--- config.mk ---
export PLATFORM = sky130hd
export DESIGN_NAME = lcd_cmd_seq
export DESIGN_NICKNAME = d
export VERILOG_FILES = /design/src/rtl/lcd_seq_pkg.sv /design/src/rtl/lcd_init_rom.sv /design/src/rtl/lcd_strobe_timer.sv /design/src/rtl/lcd_seq_ctrl.sv /design/src/rtl/lcd_cmd_seq.sv
export SDC_FILE = /design/constraint.sdc
export NUM_CORES = 1
export LEC_CHECK = 0
export ABC_AREA = 1
export BUFFER_PORTS_ARGS = -buffer_cell sky130_fd_sc_hd__buf_2
export CAP_MARGIN = 10
export CORE_ASPECT_RATIO = 2
export CORE_MARGIN = 10
export CORE_UTILIZATION = 52
export CTS_BUF_LIST = sky130_fd_sc_hd__clkbuf_8 sky130_fd_sc_hd__clkbuf_16
export DETAILED_ROUTE_END_ITERATION = 8
export PLACE_DENSITY = 0.83
export REMOVE_ABC_BUFFERS = 1
export SETUP_SLACK_MARGIN = 0.15
export SLEW_MARGIN = 20
export SYNTH_ARGS = -nofsm -noshare
export SYNTH_HDL_FRONTEND = slang
export SYNTH_SLANG_ARGS = --single-unit
--- constraint.sdc ---
create_clock -name clk -period 3.8 [get_ports clk]
set_clock_uncertainty 0.1 [all_clocks]
set_input_delay 1.14 -clock clk [delete_from_list [all_inputs] [get_ports clk]]
set_output_delay 1.14 -clock clk [all_outputs]
set_load 0.1 [all_outputs]
--- src/rtl/lcd_seq_pkg.sv ---
package lcd_seq_pkg;

    localparam int DB_W     = 8;
    localparam int INIT_LEN = 4;
    localparam int IDX_W    = $clog2(INIT_LEN);

    typedef enum logic [2:0] {
        PH_IDLE,
        PH_SETUP,
        PH_STROBE,
        PH_HOLD,
        PH_GAP
    } phase_t;

    typedef enum logic [1:0] {
        SQ_COLD,
        SQ_INIT,
        SQ_READY,
        SQ_CHAR
    } seq_t;

    typedef struct packed {
        logic            rs;
        logic [DB_W-1:0] db;
    } bus_word_t;

    function automatic logic [DB_W-1:0] script_byte(input logic [IDX_W-1:0] idx);
        logic [DB_W-1:0] b;
        case (idx)
            2'd0:    b = 8'h01;
            2'd1:    b = 8'h33;
            2'd2:    b = 8'h0C;
            default: b = 8'h06;
        endcase
        return b;
    endfunction

endpackage

--- src/rtl/lcd_init_rom.sv ---
module lcd_init_rom
    import lcd_seq_pkg::*;
(
    input  logic [IDX_W-1:0] idx,
    output logic [DB_W-1:0]  cmd
);
    always_comb cmd = script_byte(idx);
endmodule

--- src/rtl/lcd_strobe_timer.sv ---
module lcd_strobe_timer
    import lcd_seq_pkg::*;
#(
    parameter int CNT_W = 8
) (
    input  logic             clk,
    input  logic             rst,
    input  logic             go,
    input  bus_word_t        word_in,
    input  logic [CNT_W-1:0] len_setup,
    input  logic [CNT_W-1:0] len_pulse,
    input  logic [CNT_W-1:0] len_hold,
    input  logic [CNT_W-1:0] len_gap,
    output bus_word_t        word_out,
    output logic             en,
    output logic             done
);
    localparam int NPH = 4;

    phase_t           phase, phase_nxt;
    logic [CNT_W-1:0] cnt, cur_len;
    logic [CNT_W-1:0] lens [NPH];
    logic [CNT_W-1:0] cfg  [NPH];
    logic             last, launch;
    bus_word_t        word_q;
    logic             en_q;

    assign cfg[0] = len_setup;
    assign cfg[1] = len_pulse;
    assign cfg[2] = len_hold;
    assign cfg[3] = len_gap;

    always_comb begin
        case (phase)
            PH_SETUP:  cur_len = lens[0];
            PH_STROBE: cur_len = lens[1];
            PH_HOLD:   cur_len = lens[2];
            PH_GAP:    cur_len = lens[3];
            default:   cur_len = '0;
        endcase
    end

    assign last   = (phase != PH_IDLE) && (cnt == cur_len - 1'b1);
    assign done   = (phase == PH_GAP) && last;
    assign launch = go && ((phase == PH_IDLE) || done);

    always_comb begin
        phase_nxt = phase;
        if (launch) begin
            phase_nxt = PH_SETUP;
        end else if (last) begin
            case (phase)
                PH_SETUP:  phase_nxt = PH_STROBE;
                PH_STROBE: phase_nxt = PH_HOLD;
                PH_HOLD:   phase_nxt = PH_GAP;
                default:   phase_nxt = PH_IDLE;
            endcase
        end
    end

    generate
        for (genvar i = 0; i < NPH; i++) begin : g_len
            always_ff @(posedge clk) begin
                if (rst)
                    lens[i] <= '0;
                else if (launch)
                    lens[i] <= (cfg[i] == '0) ? CNT_W'(1) : cfg[i];
            end
        end
    endgenerate

    always_ff @(posedge clk) begin
        if (rst) begin
            phase  <= PH_IDLE;
            cnt    <= '0;
            word_q <= '0;
            en_q   <= 1'b0;
        end else begin
            phase <= phase_nxt;
            en_q  <= (phase_nxt == PH_STROBE);
            if (launch) begin
                word_q <= word_in;
                cnt    <= '0;
            end else if (last) begin
                cnt <= '0;
            end else if (phase != PH_IDLE) begin
                cnt <= cnt + 1'b1;
            end
        end
    end

    assign word_out = word_q;
    assign en       = en_q;
endmodule

--- src/rtl/lcd_seq_ctrl.sv ---
module lcd_seq_ctrl
    import lcd_seq_pkg::*;
(
    input  logic            clk,
    input  logic            rst,
    input  logic            start,
    input  logic            ch_valid,
    input  logic [DB_W-1:0] ch_data,
    input  logic            done,
    input  logic [DB_W-1:0] rom_cmd,
    output logic [IDX_W-1:0] rom_idx,
    output logic            go,
    output bus_word_t       word,
    output logic            ch_ready,
    output logic            busy
);
    localparam logic [IDX_W-1:0] LAST_IDX = IDX_W'(INIT_LEN - 1);

    seq_t             st;
    logic [IDX_W-1:0] idx;

    assign rom_idx = (st == SQ_COLD) ? '0 : idx + 1'b1;

    always_comb begin
        go   = 1'b0;
        word = '0;
        case (st)
            SQ_COLD: if (start) begin
                go   = 1'b1;
                word = '{rs: 1'b0, db: rom_cmd};
            end
            SQ_INIT: if (done && idx != LAST_IDX) begin
                go   = 1'b1;
                word = '{rs: 1'b0, db: rom_cmd};
            end
            SQ_READY: if (ch_valid) begin
                go   = 1'b1;
                word = '{rs: 1'b1, db: ch_data};
            end
            default: ;
        endcase
    end

    always_ff @(posedge clk) begin
        if (rst) begin
            st  <= SQ_COLD;
            idx <= '0;
        end else begin
            case (st)
                SQ_COLD: if (start) begin
                    st  <= SQ_INIT;
                    idx <= '0;
                end
                SQ_INIT: if (done) begin
                    if (idx == LAST_IDX) st <= SQ_READY;
                    else                 idx <= idx + 1'b1;
                end
                SQ_READY: if (ch_valid) st <= SQ_CHAR;
                default:  if (done) st <= SQ_READY;
            endcase
        end
    end

    assign ch_ready = (st == SQ_READY);
    assign busy     = (st == SQ_INIT) || (st == SQ_CHAR);
endmodule

--- src/rtl/lcd_cmd_seq.sv ---
module lcd_cmd_seq
    import lcd_seq_pkg::*;
#(
    parameter int CNT_W = 8
) (
    input  logic             clk,
    input  logic             rst,
    input  logic             start,
    input  logic [CNT_W-1:0] cfg_setup,
    input  logic [CNT_W-1:0] cfg_pulse,
    input  logic [CNT_W-1:0] cfg_hold,
    input  logic [CNT_W-1:0] cfg_gap,
    input  logic             ch_valid,
    input  logic [7:0]       ch_data,
    output logic             ch_ready,
    output logic             busy,
    output logic             lcd_rs,
    output logic             lcd_en,
    output logic [7:0]       lcd_db
);
    logic             go, done;
    bus_word_t        word_go, word_bus;
    logic [IDX_W-1:0] rom_idx;
    logic [DB_W-1:0]  rom_cmd;

    lcd_init_rom i_rom (
        .idx (rom_idx),
        .cmd (rom_cmd)
    );

    lcd_seq_ctrl i_ctrl (
        .clk      (clk),
        .rst      (rst),
        .start    (start),
        .ch_valid (ch_valid),
        .ch_data  (ch_data),
        .done     (done),
        .rom_cmd  (rom_cmd),
        .rom_idx  (rom_idx),
        .go       (go),
        .word     (word_go),
        .ch_ready (ch_ready),
        .busy     (busy)
    );

    lcd_strobe_timer #(.CNT_W(CNT_W)) i_timer (
        .clk       (clk),
        .rst       (rst),
        .go        (go),
        .word_in   (word_go),
        .len_setup (cfg_setup),
        .len_pulse (cfg_pulse),
        .len_hold  (cfg_hold),
        .len_gap   (cfg_gap),
        .word_out  (word_bus),
        .en        (lcd_en),
        .done      (done)
    );

    assign lcd_rs = word_bus.rs;
    assign lcd_db = word_bus.db;
endmodule

==> run summary, run 1 <==
### Outcome
* **run status** finished clean

### Critical path
* **Setup crit start** i_timer.phase[2]
* **R2R cell count** 17
* **reg2reg setup slack** 0.53 ns
* **critical path launch point type** flip-flop
* **R2R Path Start** i_timer.phase[2]
* **terminus of the critical flop-to-flop path** i_timer.lens[2][4]
* **Crit Path Max Fanout** 32
* **CP required** 3.73 ns
* **CP endpoint kind** flip-flop
* **class of the most critical setup path** reg -> reg
* **Critical Path AT** 3.20 ns

### Detailed routing
* **drt first-iter violations** 216
* **final routed wirelength across all metal layers** 8210 um
* **DRC violations left** 0
* **Vias** 2856
* **post-detailed-route wirelength per cell** 15.4 um
* **per-cell via count in the routed design** 5.35
* **Initial DRT Pass Iterations** 4
* **remaining number of nets flagged by the antenna check after routing** 0

### Place
* **quantity of I/O buffers inserted on ports** 55
* **post-DP HPWL** 6500 um
* **final weighted congestion in routability-driven placement** 0.933
* **worst slack at placement** 0.328 ns
* **DP Area** 0.00351 sq mm

### Floorplanning
* **top-level port count** 56
* **Die H** 131 um
* **starting density of the core** 53.3%
* **floorplan row count** 40
* **core outline area** 0.00601 sq mm
* **floorplan die width** 75.5 um
* **area of the die** 0.00989 sq mm

### Finish
* **area overhead of the layout relative to synthesis** 18.4%
* **share of post-route cells with drive strength above 1** 22.5%
* **cell area after layout** 0.00379 sq mm
* **net count of the finished layout** 513
* **count of inserted antenna diode cells** 0
* **total of fill cells in the finished design** 533

### GRT
* **maximum number of pins on one net before global-route repair** 33
* **All-Layer GR Usage** 17.7%
* **total overflow reported by the global router** 0
* **global-route wire length before repair** 13100 um
* **number of global-route vias before repair** 2902
* **number of antenna violations at the first check in global routing** 0

### Pwr
* **power density relative to cell area** 425 mW/mm^2
* **final total power** 1.61 mW
* **standby leakage power** 1.86 nW
* **worst voltage drop across the vdd grid** 0.000317 V

### Worst hold path
* **Tightest Hold Check Type** reg -> reg
* **Hold Path Sink** i_timer.word_out[6]
* **HP Start** i_timer.word_out[6]
* **Worst Hold Depth** 2

### STA
* **final sum of negative setup slack** 0 ns
* **Final Worst Setup Slack** 0.527 ns
* **Slew Limit Fails** 0
* **Slew @ Worst Pin** 0.528 ns
* **count of endpoints failing setup in the final report** 0
* **ratio of final minimum period to clock period** 86.1%
* **Final Hold Vio Count** 0
* **achievable clock frequency** 306 MHz
* **minimum period implied by the final worst setup slack** 3.27 ns
* **setup repair after global routing missed its margin** no
* **final worst hold slack** 0.366 ns
* **max-slew headroom at the worst pin** 64.6%

### Clock tree
* **clock-pin slew reported for the worst setup and hold paths after clock tree synthesis** 0.05 ns
* **clock tree from TritonCTS** done
* **clock insertion delay at the later pin of the skew report** 0.34 ns
* **CTS max path bufs** 2
* **TritonCTS sink count** 57
* **number of buffers added for setup after CTS** 0
* **Num CTS Buffers** 9
* **CTS Root Buffer Type** sky130_fd_sc_hd__clkbuf_16
* **number of levels the H-tree was split into** 3

### Logic synthesis
* **Mean Syn Cell Area** 7.85 sq um
* **Synth Warn #** 0
* **synthesized cell area** 0.00320 sq mm
* **top flip-flop cell by instance count after synthesis** sky130_fd_sc_hd__edfxtp_1
* **count of mapped cells out of synthesis** 408
* **fraction of the yosys area taken by sequential cells** 45.6%
* **share of flip-flops with an asynchronous set or reset after synthesis** 0%
* **flip-flop and latch count after synthesis** 57
* **top cells by area in the synthesized netlist** sky130_fd_sc_hd__edfxtp_1 30%, sky130_fd_sc_hd__dfxtp_1 16%, sky130_fd_sc_hd__nand2_1 10%, sky130_fd_sc_hd__nor2_1 6.9%, sky130_fd_sc_hd__inv_1 6.6%
* **top post-synthesis cells by count** 85 x sky130_fd_sc_hd__nand2_1, 59 x sky130_fd_sc_hd__nor2_1, 56 x sky130_fd_sc_hd__inv_1
* **portion of synthesized cell area occupied by the leading cell type** 30.0%
* **Synth cell types** 37
* **number of enable flip-flop cells after synthesis** 32
* **cell taking the most area after synthesis** sky130_fd_sc_hd__edfxtp_1
* **most frequent cell after synthesis** sky130_fd_sc_hd__nand2_1

### Flow run
* **reported max-cap violation count** 0

## where the power goes
part           switching, mW  total, mW  internal [mW]
Combinational          0.114      0.170         0.0560
Sequential            0.0194      0.709          0.690
Clock                  0.267      0.733          0.466
## worst max-delay path: stages, from the launching register on
cell	delay, ns
sky130_fd_sc_hd__dfxtp_2	0.40
sky130_fd_sc_hd__inv_4	0.21
sky130_fd_sc_hd__nand3_1	0.15
sky130_fd_sc_hd__o21ai_1	0.19
sky130_fd_sc_hd__nor2_2	0.07
sky130_fd_sc_hd__ha_1	0.29
sky130_fd_sc_hd__xor2_1	0.16
sky130_fd_sc_hd__nand3_1	0.09
sky130_fd_sc_hd__nor2_1	0.09
sky130_fd_sc_hd__nand2_1	0.05
sky130_fd_sc_hd__nor2_1	0.10
sky130_fd_sc_hd__nand2_1	0.08
sky130_fd_sc_hd__nor2_4	0.15
sky130_fd_sc_hd__nand2_1	0.12
sky130_fd_sc_hd__nand2_2	0.16
sky130_fd_sc_hd__nand2_4	0.16
sky130_fd_sc_hd__nand2_1	0.14
sky130_fd_sc_hd__buf_12	0.22
## worst max path at each step
| stage | endpoint | slack, ns | cells past startpoint |
|---|---|---|---|
| final | i_timer.lens[2][4] | 0.53 | 17 |
| after global routing | i_timer.lens[3][0] | 0.26 | 17 |
| after CTS | i_timer.lens[2][4] | 0.31 | 17 |
| after global placement | i_timer.lens[3][5] | 0.43 | 17 |
| after detailed placement | i_timer.lens[3][5] | 0.33 | 17 |
| after floorplan | i_timer.lens[0][0] | -0.49 | 7 |
## kinds of logic after synthesis
family          count (synthesis)  share of synthesized area, %
simple gates                  236                          35.8
buf+inv                        75                          10.2
flops                          57                          45.6
compound gates                 29                          5.00
xor+xnor                        7                          1.91
fa+ha+maj                       3                          1.17
mux                             1                         0.313
## stage by stage
step | instances | utilization, %
after floorplan | 397 | -
after global placement | 518 | 58.4
after detailed placement | 518 | 58.4
after CTS | 534 | 63.0
after global routing | 534 | 63.1
final | 534 | 63.1
## state kept, by name (all words and copies together), names as in the netlist
register,count
i_ctrl.st,2
i_timer.cnt,8
i_timer.word_out,9
i_ctrl.idx,2
i_timer.en,1
i_timer.phase,3
i_timer.lens,32
## layout make-up
cell class                 count  area [sq um]  area share, %
tap                           63          78.8           2.08
clock buffer                  11           253           6.67
timing repair buffer          58           310           8.18
multi-input combinational    276          1420           37.3
sequential                    57          1470           38.6
inverter                      64           245           6.47
clock inverter                 5          23.8          0.627
## routing by layer
| metal | global-route usage (%) | part of all wire [%] | up-vias |
|---|---|---|---|
| li1 | - | - | 1462 |
| met2 | 32.9 | 57 | 65 |
| met4 | 12.1 | 4.2 | 0 |
| met3 | 4.15 | 3.7 | 23 |
| met5 | 0 | 0 | - |
| met1 | 15.8 | 35 | 1306 |
## cell usage in the layout (no fill, tap or decap), types with 3 or more instances in the layout
master                       n
sky130_fd_sc_hd__nand3_2     3
sky130_fd_sc_hd__dfxtp_2     3
sky130_fd_sc_hd__inv_1      59
sky130_fd_sc_hd__nor4_1      8
sky130_fd_sc_hd__dfxtp_1    22
sky130_fd_sc_hd__nand2_1    85
sky130_fd_sc_hd__clkbuf_16   9
sky130_fd_sc_hd__nor2_1     59
sky130_fd_sc_hd__o21ai_1     3
sky130_fd_sc_hd__o21ai_0    11
sky130_fd_sc_hd__inv_2       5
sky130_fd_sc_hd__nand4_1    24
sky130_fd_sc_hd__nand3_1    32
sky130_fd_sc_hd__nor2_4      3
sky130_fd_sc_hd__buf_2      55
sky130_fd_sc_hd__nor2_2     11
sky130_fd_sc_hd__edfxtp_1   32
sky130_fd_sc_hd__nor3_1      3
sky130_fd_sc_hd__a21oi_1    10
sky130_fd_sc_hd__ha_1        3
sky130_fd_sc_hd__xor2_1      6
## timing repair
action	in CTS	in global routing
hold buffers	0	0
endpoints found under the setup margin	0	36
gates resized for setup	0	5
No activity file was read; power rests on OpenSTA's default activity.
==> run 2: changes to the inputs <==
Settings changed: CAP_MARGIN 10 to not set, CORE_UTILIZATION 52 to 45, PLACE_DENSITY 0.83 to 0.74.
==> run 2 against run 1 <==
Via count grew 0.32%. Power decreased by 0.26%. Worst setup slack better by 0.015 ns. Final area increased by 1.0%. Non-clock buffer count grew 1. Cell count increased by 5.2%. Wire length is 0.12% higher. First-iteration DRC count fell by 36%. Register-to-register slack improved by 0.02 ns. Critical path depth is the same. Die area up 12%. Worst hold slack better by 0.0026 ns.
==> run summary, run 2 (synthesis gave the netlist of run 1 again) <==
### Critical path
* **Critical Path AT** 3.18 ns
* **class of the most critical setup path** reg -> reg
* **R2R cell count** 17
* **CP required** 3.72 ns
* **Crit Path Max Fanout** 32
* **critical path launch point type** flip-flop
* **CP endpoint kind** flip-flop

### STA
* **achievable clock frequency** 307 MHz
* **count of endpoints failing setup in the final report** 0
* **Final Worst Setup Slack** 0.543 ns
* **setup repair after global routing missed its margin** no
* **Slew @ Worst Pin** 0.513 ns
* **max-slew headroom at the worst pin** 65.7%
* **minimum period implied by the final worst setup slack** 3.26 ns
* **Slew Limit Fails** 0
* **Final Hold Vio Count** 0
* **final worst hold slack** 0.369 ns
* **ratio of final minimum period to clock period** 85.7%

### Detailed routing
* **drt first-iter violations** 138
* **DRC violations left** 0
* **post-detailed-route wirelength per cell** 14.6 um
* **Initial DRT Pass Iterations** 5
* **per-cell via count in the routed design** 5.10
* **Vias** 2865
* **remaining number of nets flagged by the antenna check after routing** 0
* **final routed wirelength across all metal layers** 8220 um

### Finish
* **highest-count cells in the layout ignoring fill and taps** 85 x sky130_fd_sc_hd__nand2_1, 59 x sky130_fd_sc_hd__nor2_1, 57 x sky130_fd_sc_hd__inv_1
* **total of fill cells in the finished design** 629
* **net count of the finished layout** 514
* **cell area after layout** 0.00383 sq mm
* **count of inserted antenna diode cells** 0
* **most common cell after layout, fill and taps aside** sky130_fd_sc_hd__nand2_1
* **share of the core filled with cells in the final layout** 55.2%
* **number of flip-flops under the largest register name** 32
* **share of post-route cells with drive strength above 1** 23.1%
* **area overhead of the layout relative to synthesis** 19.6%
* **Top reg by flops** i_timer.lens

### Clock tree
* **clock tree from TritonCTS** done
* **Num CTS Buffers** 9
* **clock-pin slew reported for the worst setup and hold paths after clock tree synthesis** 0.05 ns
* **CTS Root Buffer Type** sky130_fd_sc_hd__clkbuf_16
* **# hold bufs at CTS** 0
* **number of levels the H-tree was split into** 3
* **clock insertion delay at the later pin of the skew report** 0.33 ns
* **number of buffers added for setup after CTS** 0
* **CTS max path bufs** 2
* **TritonCTS sink count** 57

### GRT
* **All-Layer GR Usage** 15.3%
* **number of antenna violations at the first check in global routing** 0
* **number of global-route vias before repair** 2935
* **maximum number of pins on one net before global-route repair** 33
* **global-route wire length before repair** 13100 um
* **total overflow reported by the global router** 0

### Place
* **worst slack at placement** 0.386 ns
* **quantity of I/O buffers inserted on ports** 55
* **DP Area** 0.00355 sq mm
* **final weighted congestion in routability-driven placement** 0.931
* **post-DP HPWL** 6680 um

### Floorplanning
* **area of the die** 0.0111 sq mm
* **floorplan die width** 79.7 um
* **floorplan row count** 43
* **starting density of the core** 46.2%
* **Die H** 139 um
* **top-level port count** 56
* **core outline area** 0.00694 sq mm

### Pwr
* **Psw** 409 uW
* **power share of the sequential group** 44.0%
* **clock share of power** 45.1%
* **share of total power consumed by net switching** 25.4%
* **Internal** 1.20 mW
* **power density relative to cell area** 420 mW/mm^2
* **standby leakage power** 1.86 nW
* **fraction of power consumed by combinational cells** 10.9%
* **worst voltage drop across the vdd grid** 0.000288 V

### Flow run
* **reported max-cap violation count** 0

### Worst hold path
* **Worst Hold Depth** 2
* **Tightest Hold Check Type** reg -> reg

### Outcome
* **run status** finished clean

[run 2: cell count changes in the layout (fill, tap and decap cells not counted), sizes merged]
cell    before  now
clkbuf      11   10
inv         66   64
buf         58   59
clkinv       2    5
[run 2: per-layer routing]
layer | vias up | routed length, um | share of wire, % | track usage, %
met1 | 1264 | 2680 | 33 | 11.8
met4 | 0 | 471 | 5.7 | 11.2
met3 | 34 | 388 | 4.7 | 4.39
li1 | 1464 | - | - | -
met2 | 103 | 4680 | 57 | 29.4
met5 | - | 0 | 0 | 0
[run 2: stage by stage]
step	instances	setup TNS, ns	total power [mW]
4_1_cts	562	0	1.62
3_3_place_gp	546	0	0.888
5_1_grt	562	0	1.66
2_1_floorplan	397	-15.76	0.823
3_5_place_dp	546	0	0.893
6_report	562	0	1.61
[run 2: repair_timing]
item                       CTS  global route
setup endpoints to repair    0            33
resized for setup            0             5
hold endpoints to repair     0             0
[run 2: final timing paths]
kind / startpoint / slack [ns] / to
max: i_timer.phase[2] / 0.54 / i_timer.lens[0][1]
min: i_timer.word_out[1] / 0.37 / i_timer.word_out[1]
max reg2reg: i_timer.phase[2] / 0.54 / i_timer.lens[0][1]
min reg2reg: i_timer.word_out[1] / 0.37 / i_timer.word_out[1]
[run 2: cell type report]
cell class                      instances  area (sq um)  share of cell area (%)
Multi-Input combinational cell        276          1420                    36.9
Tap cell                               90           113                    2.94
Timing Repair Buffer                   59           318                    8.30
Clock inverter                          6          35.0                   0.915
Sequential cell                        57          1470                    38.3
Inverter                               64           245                    6.40
Clock buffer                           10           239                    6.24
[run 2: worst max-delay path: stages, from the launching register on]
cell and delay (ns):
sky130_fd_sc_hd__dfxtp_2 0.40, sky130_fd_sc_hd__inv_4 0.19, sky130_fd_sc_hd__nand3_1 0.13, sky130_fd_sc_hd__o21ai_1 0.18, sky130_fd_sc_hd__nor2_2 0.07, sky130_fd_sc_hd__ha_1 0.29, sky130_fd_sc_hd__xor2_1 0.14, sky130_fd_sc_hd__nand3_1 0.09
sky130_fd_sc_hd__nor2_1 0.09, sky130_fd_sc_hd__nand2_1 0.05, sky130_fd_sc_hd__nor2_1 0.10, sky130_fd_sc_hd__nand2_1 0.09, sky130_fd_sc_hd__nor2_4 0.17, sky130_fd_sc_hd__nand2_1 0.14, sky130_fd_sc_hd__nand2_2 0.18, sky130_fd_sc_hd__nand2_4 0.17
sky130_fd_sc_hd__nand2_1 0.14, sky130_fd_sc_hd__buf_12 0.21
[run 2: power groups by stage]
stage,logic (mW),clock network (mW),registers [mW]
detailed placement,0.174,0,0.719
finish,0.176,0.725,0.707
global placement,0.169,0,0.719
floorplan,0.100,0,0.723
CTS,0.175,0.736,0.708
global route,0.193,0.760,0.709
==> run 3: changes to the inputs <==
Settings changed: CELL_PAD_IN_SITES_DETAIL_PLACEMENT set to 0, CELL_PAD_IN_SITES_GLOBAL_PLACEMENT set to 2, CORE_UTILIZATION 45 to 32, PLACE_DENSITY 0.74 to 0.87.
==> run 3 against run 2 <==
Clock-buffer cell count rose by 1. Sequential share of layout area fell by 1.3 points. First-iteration DRC count fell by 32%. Non-clock buffer count rose by 3. Via count fell by 1.7%. Critical path type unchanged. Largest power group unchanged.
==> run summary, run 3 (synthesis gave the netlist of run 1 again) <==
### Flow run
* **reported max-cap violation count** 0

### Critical path
* **critical path launch point type** flip-flop
* **Crit Path Max Fanout** 32
* **R2R cell count** 17
* **terminus of the critical flop-to-flop path** i_timer.lens[3][4]
* **CP required** 3.72 ns
* **Setup crit start** i_timer.phase[0]
* **Critical Path AT** 3.33 ns
* **class of the most critical setup path** reg -> reg
* **reg2reg setup slack** 0.40 ns
* **R2R Path Start** i_timer.phase[0]
* **CP endpoint kind** flip-flop

### STA
* **final sum of negative setup slack** 0 ns
* **count of endpoints failing setup in the final report** 0
* **ratio of final minimum period to clock period** 89.6%
* **achievable clock frequency** 294 MHz
* **Slew Limit Fails** 0
* **Slew @ Worst Pin** 0.508 ns
* **setup repair after global routing missed its margin** no
* **max-slew headroom at the worst pin** 66.4%
* **minimum period implied by the final worst setup slack** 3.40 ns
* **Final Hold Vio Count** 0

### Pwr
* **Internal** 1.35 mW
* **clock share of power** 49.9%
* **share of total power consumed by net switching** 23.1%
* **power density relative to cell area** 445 mW/mm^2
* **Psw** 407 uW
* **fraction of power consumed by combinational cells** 10.0%
* **worst voltage drop across the vdd grid** 0.000285 V
* **power share of the sequential group** 40.1%
* **standby leakage power** 1.90 nW
* **final total power** 1.76 mW

### Finish
* **total of fill cells in the finished design** 1011
* **most common cell after layout, fill and taps aside** sky130_fd_sc_hd__nand2_1
* **final std cells w/o fill** 607
* **net count of the finished layout** 517
* **number of flip-flops under the largest register name** 32
* **share of post-route cells with drive strength above 1** 23.4%
* **count of inserted antenna diode cells** 0
* **area overhead of the layout relative to synthesis** 23.5%
* **highest-count cells in the layout ignoring fill and taps** 85 x sky130_fd_sc_hd__nand2_1, 59 x sky130_fd_sc_hd__nor2_1, 56 x sky130_fd_sc_hd__inv_1
* **Top reg by flops** i_timer.lens
* **cell area after layout** 0.00396 sq mm

### Clock tree
* **clock-pin slew reported for the worst setup and hold paths after clock tree synthesis** 0.05 ns
* **# hold bufs at CTS** 0
* **CTS Root Buffer Type** sky130_fd_sc_hd__clkbuf_16
* **clock insertion delay at the later pin of the skew report** 0.33 ns
* **CTS max path bufs** 2
* **TritonCTS sink count** 57
* **number of resized instances in the post-cts repair step** 0
* **clock tree from TritonCTS** done
* **number of levels the H-tree was split into** 3
* **Num CTS Buffers** 9
* **number of buffers added for setup after CTS** 0

### GRT
* **All-Layer GR Usage** 12.9%
* **number of antenna violations at the first check in global routing** 0
* **maximum number of pins on one net before global-route repair** 33
* **global-route wire length before repair** 14500 um
* **total overflow reported by the global router** 0
* **number of global-route vias before repair** 2889

### Place
* **post-DP HPWL** 7770 um
* **quantity of I/O buffers inserted on ports** 55
* **DP Area** 0.00362 sq mm
* **final weighted congestion in routability-driven placement** 0.892
* **Inst Count DP** 591

### Floorplanning
* **starting density of the core** 32.8%
* **area of the die** 0.0147 sq mm
* **floorplan die width** 90.7 um
* **core outline area** 0.00976 sq mm
* **top-level port count** 56
* **Die H** 161 um
* **floorplan row count** 51

### Worst hold path
* **Worst Hold Depth** 2
* **HP Start** i_timer.word_out[7]
* **Hold Path Sink** i_timer.word_out[7]
* **Tightest Hold Check Type** reg -> reg

### Detailed routing
* **final routed wirelength across all metal layers** 9190 um
* **post-detailed-route wirelength per cell** 15.1 um
* **per-cell via count in the routed design** 4.64
* **remaining number of nets flagged by the antenna check after routing** 0
* **Initial DRT Pass Iterations** 4
* **drt first-iter violations** 94
* **Vias** 2815
* **DRC violations left** 0

### Outcome
* **run status** finished clean

[run 3: stage by stage]
stage / utilization [%] / worst slack [ns] / hold slack (ns)
6_report: 40.5 / 0.395 / 0.368
4_1_cts: 40.5 / 0.379 / 0.371
2_1_floorplan: - / -0.493 / 0.336
3_3_place_gp: 37.1 / 0.495 / 0.358
5_1_grt: 40.5 / 0.166 / 0.406
3_5_place_dp: 37.1 / 0.402 / 0.364
[run 3: layout make-up]
type | instances | area, sq um | area share [%]
clock buffer | 11 | 253 | 6.39
sequential | 57 | 1460 | 37.0
tap | 132 | 165 | 4.17
inverter | 64 | 243 | 6.14
timing repair buffer | 62 | 340 | 8.60
multi-input combinational | 276 | 1420 | 35.8
clock inverter | 5 | 77.6 | 1.96
[run 3: power by group through the flow]
| stage | Clock, mW | Combinational (mW) | Sequential, mW |
|---|---|---|---|
| 2_1_floorplan | 0 | 0.100 | 0.723 |
| 5_1_grt | 0.924 | 0.197 | 0.709 |
| 4_1_cts | 0.896 | 0.178 | 0.707 |
| 6_report | 0.878 | 0.176 | 0.706 |
| 3_5_place_dp | 0 | 0.177 | 0.719 |
| 3_3_place_gp | 0 | 0.176 | 0.718 |
[run 3: layer usage]
layer  vias to the layer above  track usage [%]  part of all wire [%]
met1                      1255             9.84                    32
li1                       1469                -                     -
met4                         0             6.70                   2.7
met5                         -                0                     0
met2                        72             27.3                    61
met3                        19             3.48                   4.2
[run 3: critical path: stages (launching register included)]
cell	delay, ns
sky130_fd_sc_hd__dfxtp_1	0.45
sky130_fd_sc_hd__buf_4	0.24
sky130_fd_sc_hd__nand3_1	0.12
sky130_fd_sc_hd__o21ai_1	0.20
sky130_fd_sc_hd__nor2_2	0.07
sky130_fd_sc_hd__ha_1	0.29
sky130_fd_sc_hd__xor2_1	0.16
sky130_fd_sc_hd__nand3_1	0.09
sky130_fd_sc_hd__nor2_1	0.09
sky130_fd_sc_hd__nand2_1	0.06
sky130_fd_sc_hd__nor2_1	0.10
sky130_fd_sc_hd__nand2_1	0.09
sky130_fd_sc_hd__nor2_4	0.17
sky130_fd_sc_hd__nand2_1	0.13
sky130_fd_sc_hd__nand2_2	0.17
sky130_fd_sc_hd__nand2_4	0.17
sky130_fd_sc_hd__nand2_1	0.15
sky130_fd_sc_hd__buf_12	0.22
[run 3: worst max-delay path by stage]
stage	endpoint	slack [ns]	depth (start not counted)
final	i_timer.lens[3][4]	0.40	17
after global routing	i_timer.lens[2][3]	0.17	18
after CTS	i_timer.lens[3][4]	0.38	18
after detailed placement	i_timer.lens[3][5]	0.40	18
after global placement	i_timer.lens[3][4]	0.50	18
after floorplan	i_timer.lens[0][0]	-0.49	7
